**src/rtl/scl_pacer_pkg.sv**
```systemverilog
`timescale 1ns/1ps
package scl_pacer_pkg;
  typedef enum logic [1:0] {
    ST_IDLE = 2'd0,
    ST_LOW  = 2'd1,
    ST_REL  = 2'd2,
    ST_HIGH = 2'd3
  } pace_state_e;

  localparam int unsigned N_EVT = 3;

  typedef struct packed {
    logic byte_done;
    logic addr_match;
    logic arb_lost;
  } evt_t;
endpackage

```
**src/rtl/scl_pacer_sync.sv**
```systemverilog
`timescale 1ns/1ps
module scl_pacer_sync #(
  parameter int unsigned STAGES = 2
) (
  input  logic clk_i,
  input  logic rst_ni,
  input  logic d_i,
  output logic q_o
);
  logic [STAGES-1:0] chain_q;

  generate
    for (genvar i = 0; i < STAGES; i++) begin : g_stage
      always_ff @(posedge clk_i or negedge rst_ni) begin
        if (!rst_ni) chain_q[i] <= 1'b1;   // idle bus is high
        else if (i == 0) chain_q[i] <= d_i;
        else chain_q[i] <= chain_q[(i == 0) ? 0 : i-1];
      end
    end
  endgenerate

  assign q_o = chain_q[STAGES-1];
endmodule

```
**src/rtl/scl_pacer_timer.sv**
```systemverilog
`timescale 1ns/1ps
module scl_pacer_timer
  import scl_pacer_pkg::*;
#(
  parameter int unsigned CNT_W = 8
) (
  input  logic             clk_i,
  input  logic             rst_ni,
  input  logic             enable_i,
  input  logic             run_i,
  input  logic [CNT_W-1:0] low_cnt_i,
  input  logic [CNT_W-1:0] high_cnt_i,
  input  logic             scl_s_i,
  output logic             pull_o,
  output logic             strobe_o
);
  localparam int unsigned CW = CNT_W + 1;

  pace_state_e   state_q, state_d;
  logic [CW-1:0] cnt_q, cnt_d, cnt_low_nxt;
  logic [CW-1:0] low_eff, high_eff;
  logic          scl_prev_q, fall;
  logic          strobe_q, strobe_d;

  assign low_eff  = (low_cnt_i  == '0) ? CW'(1) : {1'b0, low_cnt_i};
  assign high_eff = (high_cnt_i == '0) ? CW'(1) : {1'b0, high_cnt_i};
  assign fall     = scl_prev_q & ~scl_s_i;
  // count restarts from the synchronized falling edge
  assign cnt_low_nxt = fall ? CW'(1) : cnt_q + 1'b1;

  always_comb begin
    state_d  = state_q;
    cnt_d    = cnt_q;
    strobe_d = 1'b0;
    unique case (state_q)
      ST_IDLE: begin
        if (run_i) begin
          state_d = ST_LOW;
          cnt_d   = '0;
        end
      end
      ST_LOW: begin
        if (!scl_s_i) begin
          cnt_d = cnt_low_nxt;
          if (cnt_low_nxt >= low_eff) state_d = ST_REL;
        end
      end
      ST_REL: begin
        // wait time for stretching devices is not part of the high count
        if (scl_s_i) begin
          state_d = ST_HIGH;
          cnt_d   = CW'(1);
        end
      end
      ST_HIGH: begin
        if (!scl_s_i) begin
          strobe_d = 1'b1;
          state_d  = run_i ? ST_LOW : ST_IDLE;
          cnt_d    = CW'(1);
        end else if (cnt_q >= high_eff) begin
          strobe_d = 1'b1;
          state_d  = run_i ? ST_LOW : ST_IDLE;
          cnt_d    = '0;
        end else begin
          cnt_d = cnt_q + 1'b1;
        end
      end
      default: state_d = ST_IDLE;
    endcase
    if (!enable_i) begin
      state_d  = ST_IDLE;
      cnt_d    = '0;
      strobe_d = 1'b0;
    end
  end

  always_ff @(posedge clk_i or negedge rst_ni) begin
    if (!rst_ni) begin
      state_q    <= ST_IDLE;
      cnt_q      <= '0;
      scl_prev_q <= 1'b1;
      strobe_q   <= 1'b0;
    end else begin
      state_q    <= state_d;
      cnt_q      <= cnt_d;
      scl_prev_q <= scl_s_i;
      strobe_q   <= strobe_d;
    end
  end

  assign pull_o   = (state_q == ST_LOW);
  assign strobe_o = strobe_q;
endmodule

```
**src/rtl/scl_pacer_bitcnt.sv**
```systemverilog
`timescale 1ns/1ps
module scl_pacer_bitcnt #(
  parameter int unsigned BITS = 9
) (
  input  logic clk_i,
  input  logic rst_ni,
  input  logic enable_i,
  input  logic strobe_i,
  output logic done_o
);
  localparam int unsigned W = $clog2(BITS);

  logic [W-1:0] cnt_q;
  logic         last;

  assign last = (cnt_q == W'(BITS-1));

  always_ff @(posedge clk_i or negedge rst_ni) begin
    if (!rst_ni)        cnt_q <= '0;
    else if (!enable_i) cnt_q <= '0;
    else if (strobe_i)  cnt_q <= last ? '0 : cnt_q + 1'b1;
  end

  assign done_o = strobe_i & last;
endmodule

```
**src/rtl/scl_pacer_irq.sv**
```systemverilog
`timescale 1ns/1ps
module scl_pacer_irq #(
  parameter int unsigned N = 3
) (
  input  logic         clk_i,
  input  logic         rst_ni,
  input  logic         enable_i,
  input  logic         irq_en_i,
  input  logic [N-1:0] ev_i,
  input  logic         clr_i,
  output logic [N-1:0] stat_o,
  output logic         pending_o,
  output logic         irq_o
);
  logic [N-1:0] ev_g, stat_q;
  logic         pend_q;

  assign ev_g = ev_i & {N{enable_i}};

  generate
    for (genvar i = 0; i < N; i++) begin : g_stat
      always_ff @(posedge clk_i or negedge rst_ni) begin
        if (!rst_ni) stat_q[i] <= 1'b0;
        else         stat_q[i] <= ev_g[i] | (stat_q[i] & ~clr_i);
      end
    end
  endgenerate

  // new event beats a coincident clear
  always_ff @(posedge clk_i or negedge rst_ni) begin
    if (!rst_ni) pend_q <= 1'b0;
    else         pend_q <= (|ev_g) | (pend_q & ~clr_i);
  end

  assign stat_o    = stat_q;
  assign pending_o = pend_q;
  assign irq_o     = pend_q & irq_en_i;
endmodule

```
**src/rtl/scl_pacer.sv**
```systemverilog
`timescale 1ns/1ps
module scl_pacer
  import scl_pacer_pkg::*;
#(
  parameter int unsigned CNT_W       = 8,
  parameter int unsigned BITS        = 9,
  parameter int unsigned SYNC_STAGES = 2
) (
  input  logic             clk_i,
  input  logic             rst_ni,
  input  logic             enable_i,
  input  logic             run_i,
  input  logic [CNT_W-1:0] low_cnt_i,
  input  logic [CNT_W-1:0] high_cnt_i,
  input  logic             scl_i,
  input  logic             irq_en_i,
  input  logic             addr_match_i,
  input  logic             arb_lost_i,
  input  logic             clr_i,
  output logic             scl_pull_o,
  output logic             bit_strobe_o,
  output logic             byte_done_o,
  output logic             stat_byte_o,
  output logic             stat_addr_o,
  output logic             stat_arb_o,
  output logic             pending_o,
  output logic             irq_o
);
  logic scl_s, strobe, done;
  evt_t ev, stat;

  scl_pacer_sync #(.STAGES(SYNC_STAGES)) u_sync (
    .clk_i (clk_i),
    .rst_ni(rst_ni),
    .d_i   (scl_i),
    .q_o   (scl_s)
  );

  scl_pacer_timer #(.CNT_W(CNT_W)) u_timer (
    .clk_i     (clk_i),
    .rst_ni    (rst_ni),
    .enable_i  (enable_i),
    .run_i     (run_i),
    .low_cnt_i (low_cnt_i),
    .high_cnt_i(high_cnt_i),
    .scl_s_i   (scl_s),
    .pull_o    (scl_pull_o),
    .strobe_o  (strobe)
  );

  scl_pacer_bitcnt #(.BITS(BITS)) u_bitcnt (
    .clk_i   (clk_i),
    .rst_ni  (rst_ni),
    .enable_i(enable_i),
    .strobe_i(strobe),
    .done_o  (done)
  );

  assign ev.byte_done  = done;
  assign ev.addr_match = addr_match_i;
  assign ev.arb_lost   = arb_lost_i;

  scl_pacer_irq #(.N(N_EVT)) u_irq (
    .clk_i    (clk_i),
    .rst_ni   (rst_ni),
    .enable_i (enable_i),
    .irq_en_i (irq_en_i),
    .ev_i     (ev),
    .clr_i    (clr_i),
    .stat_o   (stat),
    .pending_o(pending_o),
    .irq_o    (irq_o)
  );

  assign bit_strobe_o = strobe;
  assign byte_done_o  = done;
  assign stat_byte_o  = stat.byte_done;
  assign stat_addr_o  = stat.addr_match;
  assign stat_arb_o   = stat.arb_lost;
endmodule

```
**config.mk**
```make
export PLATFORM = sky130hd
export DESIGN_NAME = scl_pacer
export DESIGN_NICKNAME = d
export VERILOG_FILES = /design/src/rtl/scl_pacer_pkg.sv /design/src/rtl/scl_pacer_sync.sv /design/src/rtl/scl_pacer_timer.sv /design/src/rtl/scl_pacer_bitcnt.sv /design/src/rtl/scl_pacer_irq.sv /design/src/rtl/scl_pacer.sv
export SDC_FILE = /design/constraint.sdc
export NUM_CORES = 1
export LEC_CHECK = 0
export ABC_AREA = 1
export BUFFER_PORTS_ARGS = -buffer_cell sky130_fd_sc_hd__buf_2
export CORE_MARGIN = 3
export CORE_UTILIZATION = 50
export CTS_CLUSTER_SIZE = 24
export DETAILED_ROUTE_END_ITERATION = 7
export HOLD_SLACK_MARGIN = 0.12
export PLACE_DENSITY = 0.8
export SLEW_MARGIN = 20
export SYNTH_ARGS = -nofsm -noshare
export SYNTH_HDL_FRONTEND = slang
export SYNTH_SLANG_ARGS = --single-unit
```
**constraint.sdc**
```tcl
create_clock -name clk_i -period 1.88 [get_ports clk_i]
set_clock_uncertainty 0.1 [all_clocks]
set_input_delay 0.094 -clock clk_i [delete_from_list [all_inputs] [get_ports clk_i]]
set_output_delay 0.094 -clock clk_i [all_outputs]
set_load 0.1 [all_outputs]
```
# Word level (Yosys, flattened, before mapping)

Index checks and enable logic that the tools add are counted.

RAM bits: 0
Bits in latches: 0
Output and inout port bits: 8
Memories: 0
Register bits after elaboration: 23
Logic and storage cells: 71
Bits of input ports: 25
Memory bits (read-only): 0

$lt $le $gt $ge: 2
$mul: 0
Mux-type cells: 26
Add/sub/neg operators: 2
Reductions and logical operators: 6
Equality and inequality tests: 10
Shift-type cells: 0
Bitwise operators: 14
Div/mod/pow operators: 0

Operators by type and width:

| kind                  | count |
|---|---|
| $mux W9               | 7 |
| $pmux W9 S4           | 1 |
| $ge A9 B9 Y1          | 2 |
| $logic_not A8 Y1      | 2 |
| $mux W8               | 2 |
| $mux W2               | 7 |
| $mux W4               | 3 |
| $add A9 B1 Y9 const B | 1 |
| $ne A3 B3 Y1 const B  | 3 |
| $pmux W2 S4           | 1 |
| $and A1 B1 Y1         | 7 |
| $mux W1               | 5 |
| $reduce_and A5 Y1     | 1 |
| $add A4 B1 Y4 const B | 1 |
| $eq A2 B2 Y1 const B  | 2 |
| $eq A4 B4 Y1 const B  | 1 |
| $ne A4 B3 Y1 const B  | 1 |
| $or A1 B1 Y1          | 4 |
| $and A3 B3 Y3         | 1 |
| $ne A3 B2 Y1 const B  | 1 |
| $reduce_and A3 Y1     | 1 |
| $reduce_or A3 Y1      | 1 |
| $eq A2 B1 Y1 const B  | 1 |
| $logic_not A2 Y1      | 1 |
| 2 further kinds       | 3 |

# Logic depth before layout (Yosys ltp)

Gate-level depths: netlist (run 1).

Depth after elaboration: 8
Depth in mapped cells: 18
Mapped depth without buffers: 18

# By module

Synthesis (run 1) repeated with hierarchy kept, for this count alone.

Cell total of the unflattened synthesis: 297
Area, all modules: 2011.9 µm²

By module, submodules not included:

| module           | cells an instance | sequential area each (µm²) | times used | area an instance (µm²) |
|---|---|---|---|---|
| scl_pacer_timer  | 240               | 326.6                      | 1          | 1544.0 |
| scl_pacer_bitcnt | 34                | 100.1                      | 1          | 246.5 |
| scl_pacer_irq    | 21                | 100.1                      | 1          | 168.9 |
| scl_pacer_sync   | 2                 | 52.6                       | 1          | 52.6 |

# Worst setup path before layout (run 1)

OpenSTA, ideal clock, no wires.

Kind: register to register
Start: reg u_timer.strobe_q (netlist: u_timer.strobe_o)
End: reg u_irq.pend_q (netlist: u_irq.pending_o)
Buffers on the path: 0
Clock period less this slack: 2.928 ns
Required time: 1.705 ns
Stages on the path, launching flop included: 5
Library setup time: 0.075 ns
Data arrival time: 2.752 ns
Slack: -1.048 ns
Path through: dfrtp_1 inv_1 nor2_1 nand2_1 nand3_1

Longest elaborated chain between the ends: 4

Ends and longest elaborated chain:

| item                   | line                   | source |
|---|---|---|
| from (decl)            | scl_pacer_timer.sv:23  | `logic strobe_q, strobe_d;` |
| from (signal assigned) | scl_pacer_timer.sv:87  | `strobe_q <= strobe_d;` |
| $and A1 B1 Y1          | scl_pacer_bitcnt.sv:24 | `assign done_o = strobe_i & last;` |
| net byte_done_o        | scl_pacer.sv:22        | `output logic byte_done_o,` |
| $and A3 B3 Y3          | scl_pacer_irq.sv:18    | `assign ev_g = ev_i & {N{enable_i}};` |
| $reduce_or A3 Y1       | scl_pacer_irq.sv:32    | `else pend_q <= (\|ev_g) \| (pend_q & ~clr_i);` |
| $or A1 B1 Y1           | scl_pacer_irq.sv:32    |  |
| to (signal assigned)   | scl_pacer_irq.sv:32    |  |
| to (decl)              | scl_pacer_irq.sv:16    | `logic pend_q;` |

The timed path passes the listed nets, and every way through them passes these cells.
A chain may end at the register's enable or synchronous reset.

# Worst setup path in the final report (run 1)

Start: reg u_timer.cnt_q[1]
End: reg u_timer.state_q[0]

Longest elaborated chain between the ends: 5
Elaborated cells on any way between the ends: 7
Those cells by class: add/sub (1); order compare (2); eq/ne (2); mux (1); reduce/logical (1)

Ends and longest elaborated chain:

| item                          | line                  | source |
|---|---|---|
| from (decl)                   | scl_pacer_timer.sv:20 | `logic [CW-1:0] cnt_q, cnt_d, cnt_low_nxt;` |
| from (signal assigned)        | scl_pacer_timer.sv:85 | `cnt_q <= cnt_d;` |
| $add A9 B1 Y9                 | scl_pacer_timer.sv:29 | `assign cnt_low_nxt = fall ? CW'(1) : cnt_q + 1'b1;` |
| $mux W9                       | scl_pacer_timer.sv:29 |  |
| $ge A9 B9 Y1                  | scl_pacer_timer.sv:45 | `if (cnt_low_nxt >= low_eff) state_d = ST_REL;` |
| $ne A3 B2 Y1 (no line)        | --                    |  |
| $reduce_and A5 Y1 (no line) * | --                    |  |
| to (signal assigned)          | scl_pacer_timer.sv:84 | `state_q <= state_d;` |
| to (decl)                     | scl_pacer_timer.sv:19 | `pace_state_e state_q, state_d;` |

Every way passes the cells marked *; elsewhere a longest branch is shown, timed or not.

==> flow_summary.ini, run 1 <==
[run_status]
status = finished, violations left
violations = negative setup slack

[yosys]
yosysTopAreaCell = dfrtp_1
syn_avg_cell_area_um2 = 7.32
synthMostInstantiatedCell = nand2_1
synth_edf_count = 0
synth_common_cells = nand2_1, inv_1, ha_1
yosys.area.top_type_share_pct = 27.6
ys_seq_area_share_pct = 31.9
ys.warnings.count = 0
ys_ff_latch = 23
synth_area_leaders = dfrtp_1, ha_1, nand2_1
syn-num-nets = 297
netlist_instances = 248
ys_types = 28
synth_area_um2 = 1820
ys.flop_type = dfrtp_1
synthArstFlopShare_pct = 100

[sta]
hold_slack_ns = 0.176
tns_ns = -0.456
worst_slew_pin_slew_ns = 0.518
slew-limit-headroom_pct = 65.5
finalSetupViolCount = 6
worst_slack_ns = -0.202
fin_crit_sh_pct = 111
hold_violations = 0
rsz0062_at_grt = yes
final_period_minus_worst_setup_slack_ns = 2.08
final-max-slew-violation-count = 0
max_clock_freq_ghz = 0.480

[grt]
grt_pass1_wl_mm = 7.31
antenna_found_initial = 0
grt_max_degree = 24
grt_usage_pct = 21.6
grt_pass1_vias = 1738
grt_remaining_overflow = 0

[place]
hpwl_mm = 3.39
gp_congestion = 0.835
port_buffers = 32

[run]
cap_violations = 0

[clocking]
clk_pin_slew_ns = 0.13
cts_tree = yes
htree_levels = 1
clkLatencyLatePin_ns = 0.31
clock_path_buffers = 2
root_buffer = clkbuf_4
cts.sinks = 23
cts_buffers = 3

[power]
p_per_area_nw_per_um2 = 657
static-leakage-power_uw = 0.00147
ir_drop_v = 0.000450

[detailed_routing]
postRouteAntennaNets = 0
first_pass_iters = 4
viasPerCell = 5.01
vias = 1848
wl_mm = 4.54
drcViolationCount = 0
wl_per_cell_um = 12.3
drt_iter0_markers = 88

[floorplanning]
fp.dieW_um = 66.3
num_io_pins = 33
start_util_pct = 53.2
std_cell_rows = 21
dieArea_um2 = 4390
core_area_um2 = 3420
die_y_um = 66.3

[setup_path]
cp.required_ns = 2.00
crit_chain = ha_2 -> nand2_4 -> nor2_2 -> xor2_1 -> nor2_1 -> ha_1 -> nand2_1 -> nand2_1 -> nand2_1 -> nand2_1 -> nand2_1 -> nand2_2 -> nand2_2 -> nand2_1 -> nand2_1
cp-startpoint = u_timer.cnt_q[1]
path_class = reg -> reg
cp_num_buf_inv = 0
crit_arrival_ns = 2.20
timing.rr.start = u_timer.cnt_q[1]
cp_common_cell = nand2_1
cp_top_family = simple AND/OR/NAND/NOR gates
cp_slowest_cell = dfrtp_1
endpoint_kind = register
cpPeakStageDelay_ns = 0.38
cp_max_fo = 3
setup.worst_path.start_class = register

[layout]
final_nets = 373
diodes = 0
area_growth_pct = 37.1
fin_util_pct = 72.9
drive_above_1_share_pct = 31.3
fill_cells = 265

[min_path]
hold_class = in -> async
[worst paths after layout]
kind	end	slack, ns	cells after the start
min in group clk_i	u_sync.q_o	0.26	0
max reg2reg	u_timer.state_q[0]	-0.20	15
min reg2reg	u_sync.q_o	0.26	0
max	u_timer.state_q[0]	-0.20	15
max in group asynchronous	u_timer.cnt_q[2]	1.12	2
min	u_timer.state_q[0]	0.18	2
[state kept, by name, indices dropped and copies added (netlist names)]
signal / flops
u_bitcnt.cnt_q: 4
u_irq.pending_o: 1
u_irq.stat_o: 3
u_sync.chain_q: 1
u_sync.q_o: 1
u_timer.cnt_q: 9
u_timer.scl_prev_q: 1
u_timer.state_q: 2
u_timer.strobe_o: 1
[layer usage]
layer	track usage (%)	up-vias	share of wire [%]
li1	-	938	-
met1	27.2	836	42
met2	36.4	64	49
met3	3.91	10	6.9
met4	7.87	0	1.8
met5	0	-	0
[report_power, final]
part	internal, uW	switching [uW]
clock	79.4	148
combinational	292	540
sequential	536	40.0
[cell usage in the layout (no fill, tap or decap), drive strengths merged, types with 6 or more instances in the layout]
master / instances
nand2: 66
buf: 62
inv: 53
ha: 24
dfrtp: 20
nor2: 20
nand3: 19
dlygate4sd3: 10
a21oi: 9
nand4: 6
o21ai: 6
nor3: 6
[final cells by class]
class	count	area [um2]	area share [%]
Tap cell	46	57.6	2.31
Clock buffer	3	22.5	0.905
Clock inverter	1	5.00	0.201
Multi-Input combinational cell	171	1130	45.5
Timing Repair Buffer	72	492	19.7
Sequential cell	23	582	23.4
Inverter	53	199	7.99
[cells by family (layout without fill, tap and decap cells)]
family / count (synthesis) / count (layout) / synth area share, %
compound gates: 20 / 20 / 6.89
xor+xnor: 4 / 4 / 1.93
fa+ha+maj: 24 / 24 / 16.5
buf+inv: 54 / 129 / 11.2
flops: 23 / 23 / 31.9
simple gates: 123 / 123 / 31.6
[through the flow]
step | instance area [um2] | setup slack [ns] | total power, uW | std cells
2_1_floorplan | 1840 | -0.0963 | 1140 | 248
3_3_place_gp | 2220 | -0.172 | 1310 | 347
3_5_place_dp | 2220 | -0.199 | 1330 | 347
4_1_cts | 2370 | -0.184 | 1580 | 362
5_1_grt | 2490 | -0.441 | 1750 | 369
6_report | 2490 | -0.202 | 1640 | 369
[timing repair]
action / in CTS / in global routing
buffers inserted: 1 / 7
gates resized for setup: 5 / 13
pin swaps: 1 / 16
gates cloned: 0 / 0
endpoints found under the setup margin: 11 / 13
hold buffers: 10 / 0
hold endpoints to repair: 35 / 0
(Power assumes the default switching activity.)
==> inputs of run 2 (changes only) <==
- SETUP_SLACK_MARGIN: unset -> 0.4
- clock period: 1.88 -> 1.85 ns (I/O delays scaled with it)
==> flow_summary.ini, run 2 (synthesis gave the netlist of run 1 again) <==
[setup_path]
cp-startpoint = u_timer.cnt_q[1]
cpPeakStageDelay_ns = 0.37
cp_common_cell = nand2_1
cp_slowest_cell = dfrtp_1
cp.required_ns = 1.99
cp_max_fo = 3
cp_top_family = simple AND/OR/NAND/NOR gates
path_class = reg -> reg
endpoint_kind = register
cp_num_buf_inv = 3
timing.rr.start = u_timer.cnt_q[1]
crit_arrival_ns = 2.20
setup.worst_path.start_class = register
crit_chain = buf_4 -> nand4_1 -> nor2_1 -> nand2_1 -> xor2_1 -> inv_1 -> nor2_1 -> ha_1 -> nor3_1 -> nand2_1 -> inv_1 -> nand2_2 -> nand2_2 -> nand2_1 -> nand2_1

[power]
power_frac_seq_pct = 32.6
pwr-share-comb_pct = 53.7
p_sw_share_pct = 44.3
p_switching_uw = 803
internal_power_uw = 1010
pwr-share-clk_pct = 13.7
p_per_area_nw_per_um2 = 685
static-leakage-power_uw = 0.00155
ir_drop_v = 0.000433

[sta]
worst_slack_ns = -0.206
final_period_minus_worst_setup_slack_ns = 2.06
tns_ns = -1.49
max_clock_freq_ghz = 0.486
worst_slew_pin_slew_ns = 0.521
hold_violations = 0
fin_crit_sh_pct = 111
slew-limit-headroom_pct = 65.3
rsz0062_at_grt = yes
finalSetupViolCount = 11
final-max-slew-violation-count = 0

[layout]
regMostFlops = u_timer.cnt_q
layout_commonest_cell = nand2_1
diodes = 0
drive_above_1_share_pct = 37.6
fin_area_um2 = 2650
final_nets = 380
multi_input_area_um2 = 1190
largest_reg_flops = 9
area_growth_pct = 45.8
regArea_um2 = 586
final_cell_mix = nand2_1, inv_1, buf_4, buf_2, ha_1
fill_cells = 232

[detailed_routing]
drt_iter0_markers = 89
drcViolationCount = 0
viasPerCell = 5.12
postRouteAntennaNets = 0
first_pass_iters = 4
wl_mm = 5.10
vias = 1925
wl_per_cell_um = 13.6

[clocking]
root_buffer = clkbuf_4
cts.sinks = 23
clk_pin_slew_ns = 0.15
clock_path_buffers = 2
cts_buffers = 3
cts_tree = yes
htree_levels = 1
clkLatencyLatePin_ns = 0.33

[floorplanning]
die_y_um = 66.3
fp.dieW_um = 66.3
start_util_pct = 53.2
core_area_um2 = 3420
dieArea_um2 = 4390
num_io_pins = 33
std_cell_rows = 21

[grt]
grt_pass1_vias = 1885
grt_usage_pct = 23.7
grt_remaining_overflow = 0
grt_max_degree = 24
grt_pass1_wl_mm = 7.98
antenna_found_initial = 0

[run_status]
status = finished, violations left
violations = negative setup slack

[place]
place_area_um2 = 2280
gp_congestion = 0.850
hpwl_mm = 3.45
port_buffers = 32

[min_path]
hold_class = in -> async

[run]
cap_violations = 0
run 2: changes by cell type in the layout (fill, tap and decap cells not counted), sizes merged:
cell         delta
inv             -1
buf             +7
dlygate4sd3     -1
clkinvlp        +1
clkbuf          +1
run 2: final timing paths:
kind	end	slack, ns	cells after the start
hold / removal	u_timer.state_q[0]	0.16	2
setup reg to reg	u_timer.state_q[0]	-0.21	15
max in group asynchronous	u_timer.cnt_q[2]	1.09	2
hold reg to reg	u_sync.q_o	0.25	0
setup / recovery	u_timer.state_q[0]	-0.21	15
min in group clk_i	u_bitcnt.cnt_q[3]	0.19	3
run 2: final cells by class:
class	instances	share of cell area (%)
Clock buffer	3	0.851
Tap cell	46	2.17
Timing Repair Buffer	79	21.8
Inverter	53	7.94
Clock inverter	1	0.189
Sequential cell	23	22.1
Multi-Input combinational cell	171	44.9
run 2: layer usage:
layer	vias to the layer above	share of wire (%)	GRT usage (%)
met4	0	2.4	11.2
met5	-	0	0
met2	64	51	41.4
met1	893	43	29.2
li1	957	-	-
met3	11	3.5	2.04
run 2: power by group through the flow:
stage / clock (uW) / combinational (uW) / sequential, uW
after floorplan: 0 / 534 / 644
after global placement: 0 / 772 / 595
after detailed placement: 0 / 784 / 595
after CTS: 243 / 887 / 587
after global routing: 269 / 1060 / 596
final: 248 / 974 / 591
run 2: stage by stage:
| step | util, % | hold slack [ns] | power (uW) | worst slack, ns | instances |
|---|---|---|---|---|---|
| 6_report | 77.5 | 0.157 | 1810 | -0.206 | 376 |
| 5_1_grt | 77.5 | 0.180 | 1920 | -0.397 | 376 |
| 4_1_cts | 74.6 | 0.161 | 1720 | -0.183 | 372 |
| 3_5_place_dp | 66.9 | -0.0133 | 1380 | -0.224 | 350 |
| 3_3_place_gp | 66.9 | -0.0101 | 1370 | -0.196 | 350 |
| 2_1_floorplan | - | -0.303 | 1180 | -0.126 | 248 |
run 2: what timing repair did:
item                       in CTS  in global routing
gates resized for setup        24                 16
hold buffers                    9                  1
buffers inserted                9                  4
pin swaps                      11                 12
setup endpoints to repair      15                 17
hold endpoints to repair       35                  1
==> inputs of run 3 (changes only) <==
- BUFFER_PORTS_ARGS: -buffer_cell sky130_fd_sc_hd__buf_2 -> unset
- DONT_BUFFER_PORTS: unset -> 1
- PLACE_DENSITY: 0.8 -> 0.72
- SLEW_MARGIN: 20 -> 5
==> flow_summary.ini, run 3 (synthesis gave the netlist of run 1 again) <==
[grt]
grt_pass1_wl_mm = 7.72
antenna_found_initial = 0
grt_remaining_overflow = 0
grt_pass1_vias = 1806
grt_usage_pct = 22.6
grt_max_degree = 24

[sta]
finalSetupViolCount = 12
rsz0062_at_grt = yes
final-max-slew-violation-count = 0
fin_crit_sh_pct = 115
worst_slew_pin_slew_ns = 1.07
max_clock_freq_ghz = 0.469
slew-limit-headroom_pct = 28.2
worst_slack_ns = -0.283
hold_slack_ns = 0.151
hold_violations = 0
final_period_minus_worst_setup_slack_ns = 2.13

[setup_path]
endpoint_kind = register
cpPeakStageDelay_ns = 0.45
cp.required_ns = 2.02
crit_arrival_ns = 2.31
r2r_cells = 15
path_class = reg -> reg
setup.worst_path.start_class = register
crit_chain = buf_6 -> nand4_1 -> nor2_1 -> buf_4 -> nor3_1 -> ha_1 -> nand2_1 -> inv_1 -> nand2_1 -> nand2_1 -> nand2_1 -> nand2_2 -> nand2_2 -> nand2_1 -> nand2_1
timing.rr.start = u_timer.cnt_q[0]
r2r_slack_ns = -0.28
cp_common_cell = nand2_1
reg2reg_to = u_timer.state_q[1]
cp_slowest_cell = dfrtp_1
cp_max_fo = 4

[layout]
largest_reg_flops = 9
diodes = 0
final_cell_mix = nand2_1, inv_1, buf_4, ha_1, dfrtp_1
final_nets = 348
fin_area_um2 = 2450
regMostFlops = u_timer.cnt_q
final_cells = 344
drive_above_1_share_pct = 31.2
layout_commonest_cell = nand2_1
area_growth_pct = 34.7
fin_util_pct = 71.6
fill_cells = 287

[detailed_routing]
wl_mm = 4.56
first_pass_iters = 4
vias = 1771
drcViolationCount = 0
postRouteAntennaNets = 0
drt_iter0_markers = 58
viasPerCell = 5.15
wl_per_cell_um = 13.3

[run_status]
status = finished, violations left
violations = negative setup slack

[clocking]
clkLatencyLatePin_ns = 0.32
clk_pin_slew_ns = 0.14
cts.sinks = 23
cts_buffers = 3
htree_levels = 1
root_buffer = clkbuf_4
cts_tree = yes
clock_path_buffers = 2

[power]
ir_drop_v = 0.000500
p_per_area_nw_per_um2 = 722
static-leakage-power_uw = 0.00138

[min_path]
hold_start = low_cnt_i[7]
hold_end = u_timer.state_q[1]
hold_depth = 6
hold_class = in -> reg

[place]
hpwl_mm = 3.32
place_area_um2 = 2150
dp_cells = 321
port_buffers = 0
gp_congestion = 0.833

[floorplanning]
die_y_um = 66.3
num_io_pins = 33
dieArea_um2 = 4390
fp.dieW_um = 66.3
core_area_um2 = 3420
std_cell_rows = 21
start_util_pct = 53.2

[run]
cap_violations = 0
==> run 3: per-layer routing <==
metal	GRT usage (%)	vias up	part of all wire (%)
li1	-	888	-
met1	29.4	836	45
met2	40.1	43	50
met3	2.72	4	4.0
met4	4.31	0	0.88
met5	0	-	0
==> run 3: metrics by stage <==
step           setup TNS (ns)  power, uW  setup WS, ns
6_report                -1.88       1770        -0.283
2_1_floorplan          -0.252       1180        -0.126
4_1_cts                 -1.34       1710        -0.247
3_3_place_gp            -1.63       1340        -0.203
5_1_grt                 -3.58       1890        -0.453
3_5_place_dp            -1.75       1360        -0.228
==> run 3: where the power goes <==
part           leakage, uW  switching [uW]  internal [uW]
sequential        0.000297            56.1            547
clock            0.0000177             169           81.2
combinational      0.00107             559            353
==> run 3: area by class of cell <==
class	instances	area (um2)	area share, %
inverters	53	205	8.39
flip-flops and latches	23	587	24.0
multi-input cells	171	1170	47.8
well taps	46	57.6	2.35
repair buffers	47	399	16.3
clock inverters	1	5.00	0.205
clock buffers	3	22.5	0.921
==> run 3: critical path, delay by kind of cell, from the launching register on <==
family / cells / cell delay, ns
AND/OR/NAND/NOR: 11 / 0.94
buffers and inverters: 3 / 0.32
flip-flops: 1 / 0.45
adder cells (fa/ha/maj): 1 / 0.28
==> run 3: timing repair <==
action | in CTS | in global routing
pin swaps | 6 | 15
hold buffers | 7 | 0
endpoints found under the setup margin | 15 | 18
endpoints found under the hold margin | 35 | 0
buffers inserted | 8 | 4
resized for setup | 19 | 12
==> run 3: how the worst max path moves through the flow <==
| stage | startpoint | to | slack (ns) | cells after the start |
|---|---|---|---|---|
| after floorplan | u_timer.cnt_q[1] | u_timer.state_q[0] | -0.13 | 15 |
| after global placement | u_timer.cnt_q[2] | u_timer.cnt_q[4] | -0.20 | 11 |
| after detailed placement | u_timer.cnt_q[1] | u_timer.state_q[1] | -0.23 | 13 |
| after CTS | u_timer.cnt_q[1] | u_timer.state_q[1] | -0.25 | 16 |
| after global routing | u_timer.cnt_q[0] | u_timer.state_q[1] | -0.45 | 15 |
| final | u_timer.cnt_q[0] | u_timer.state_q[1] | -0.28 | 15 |
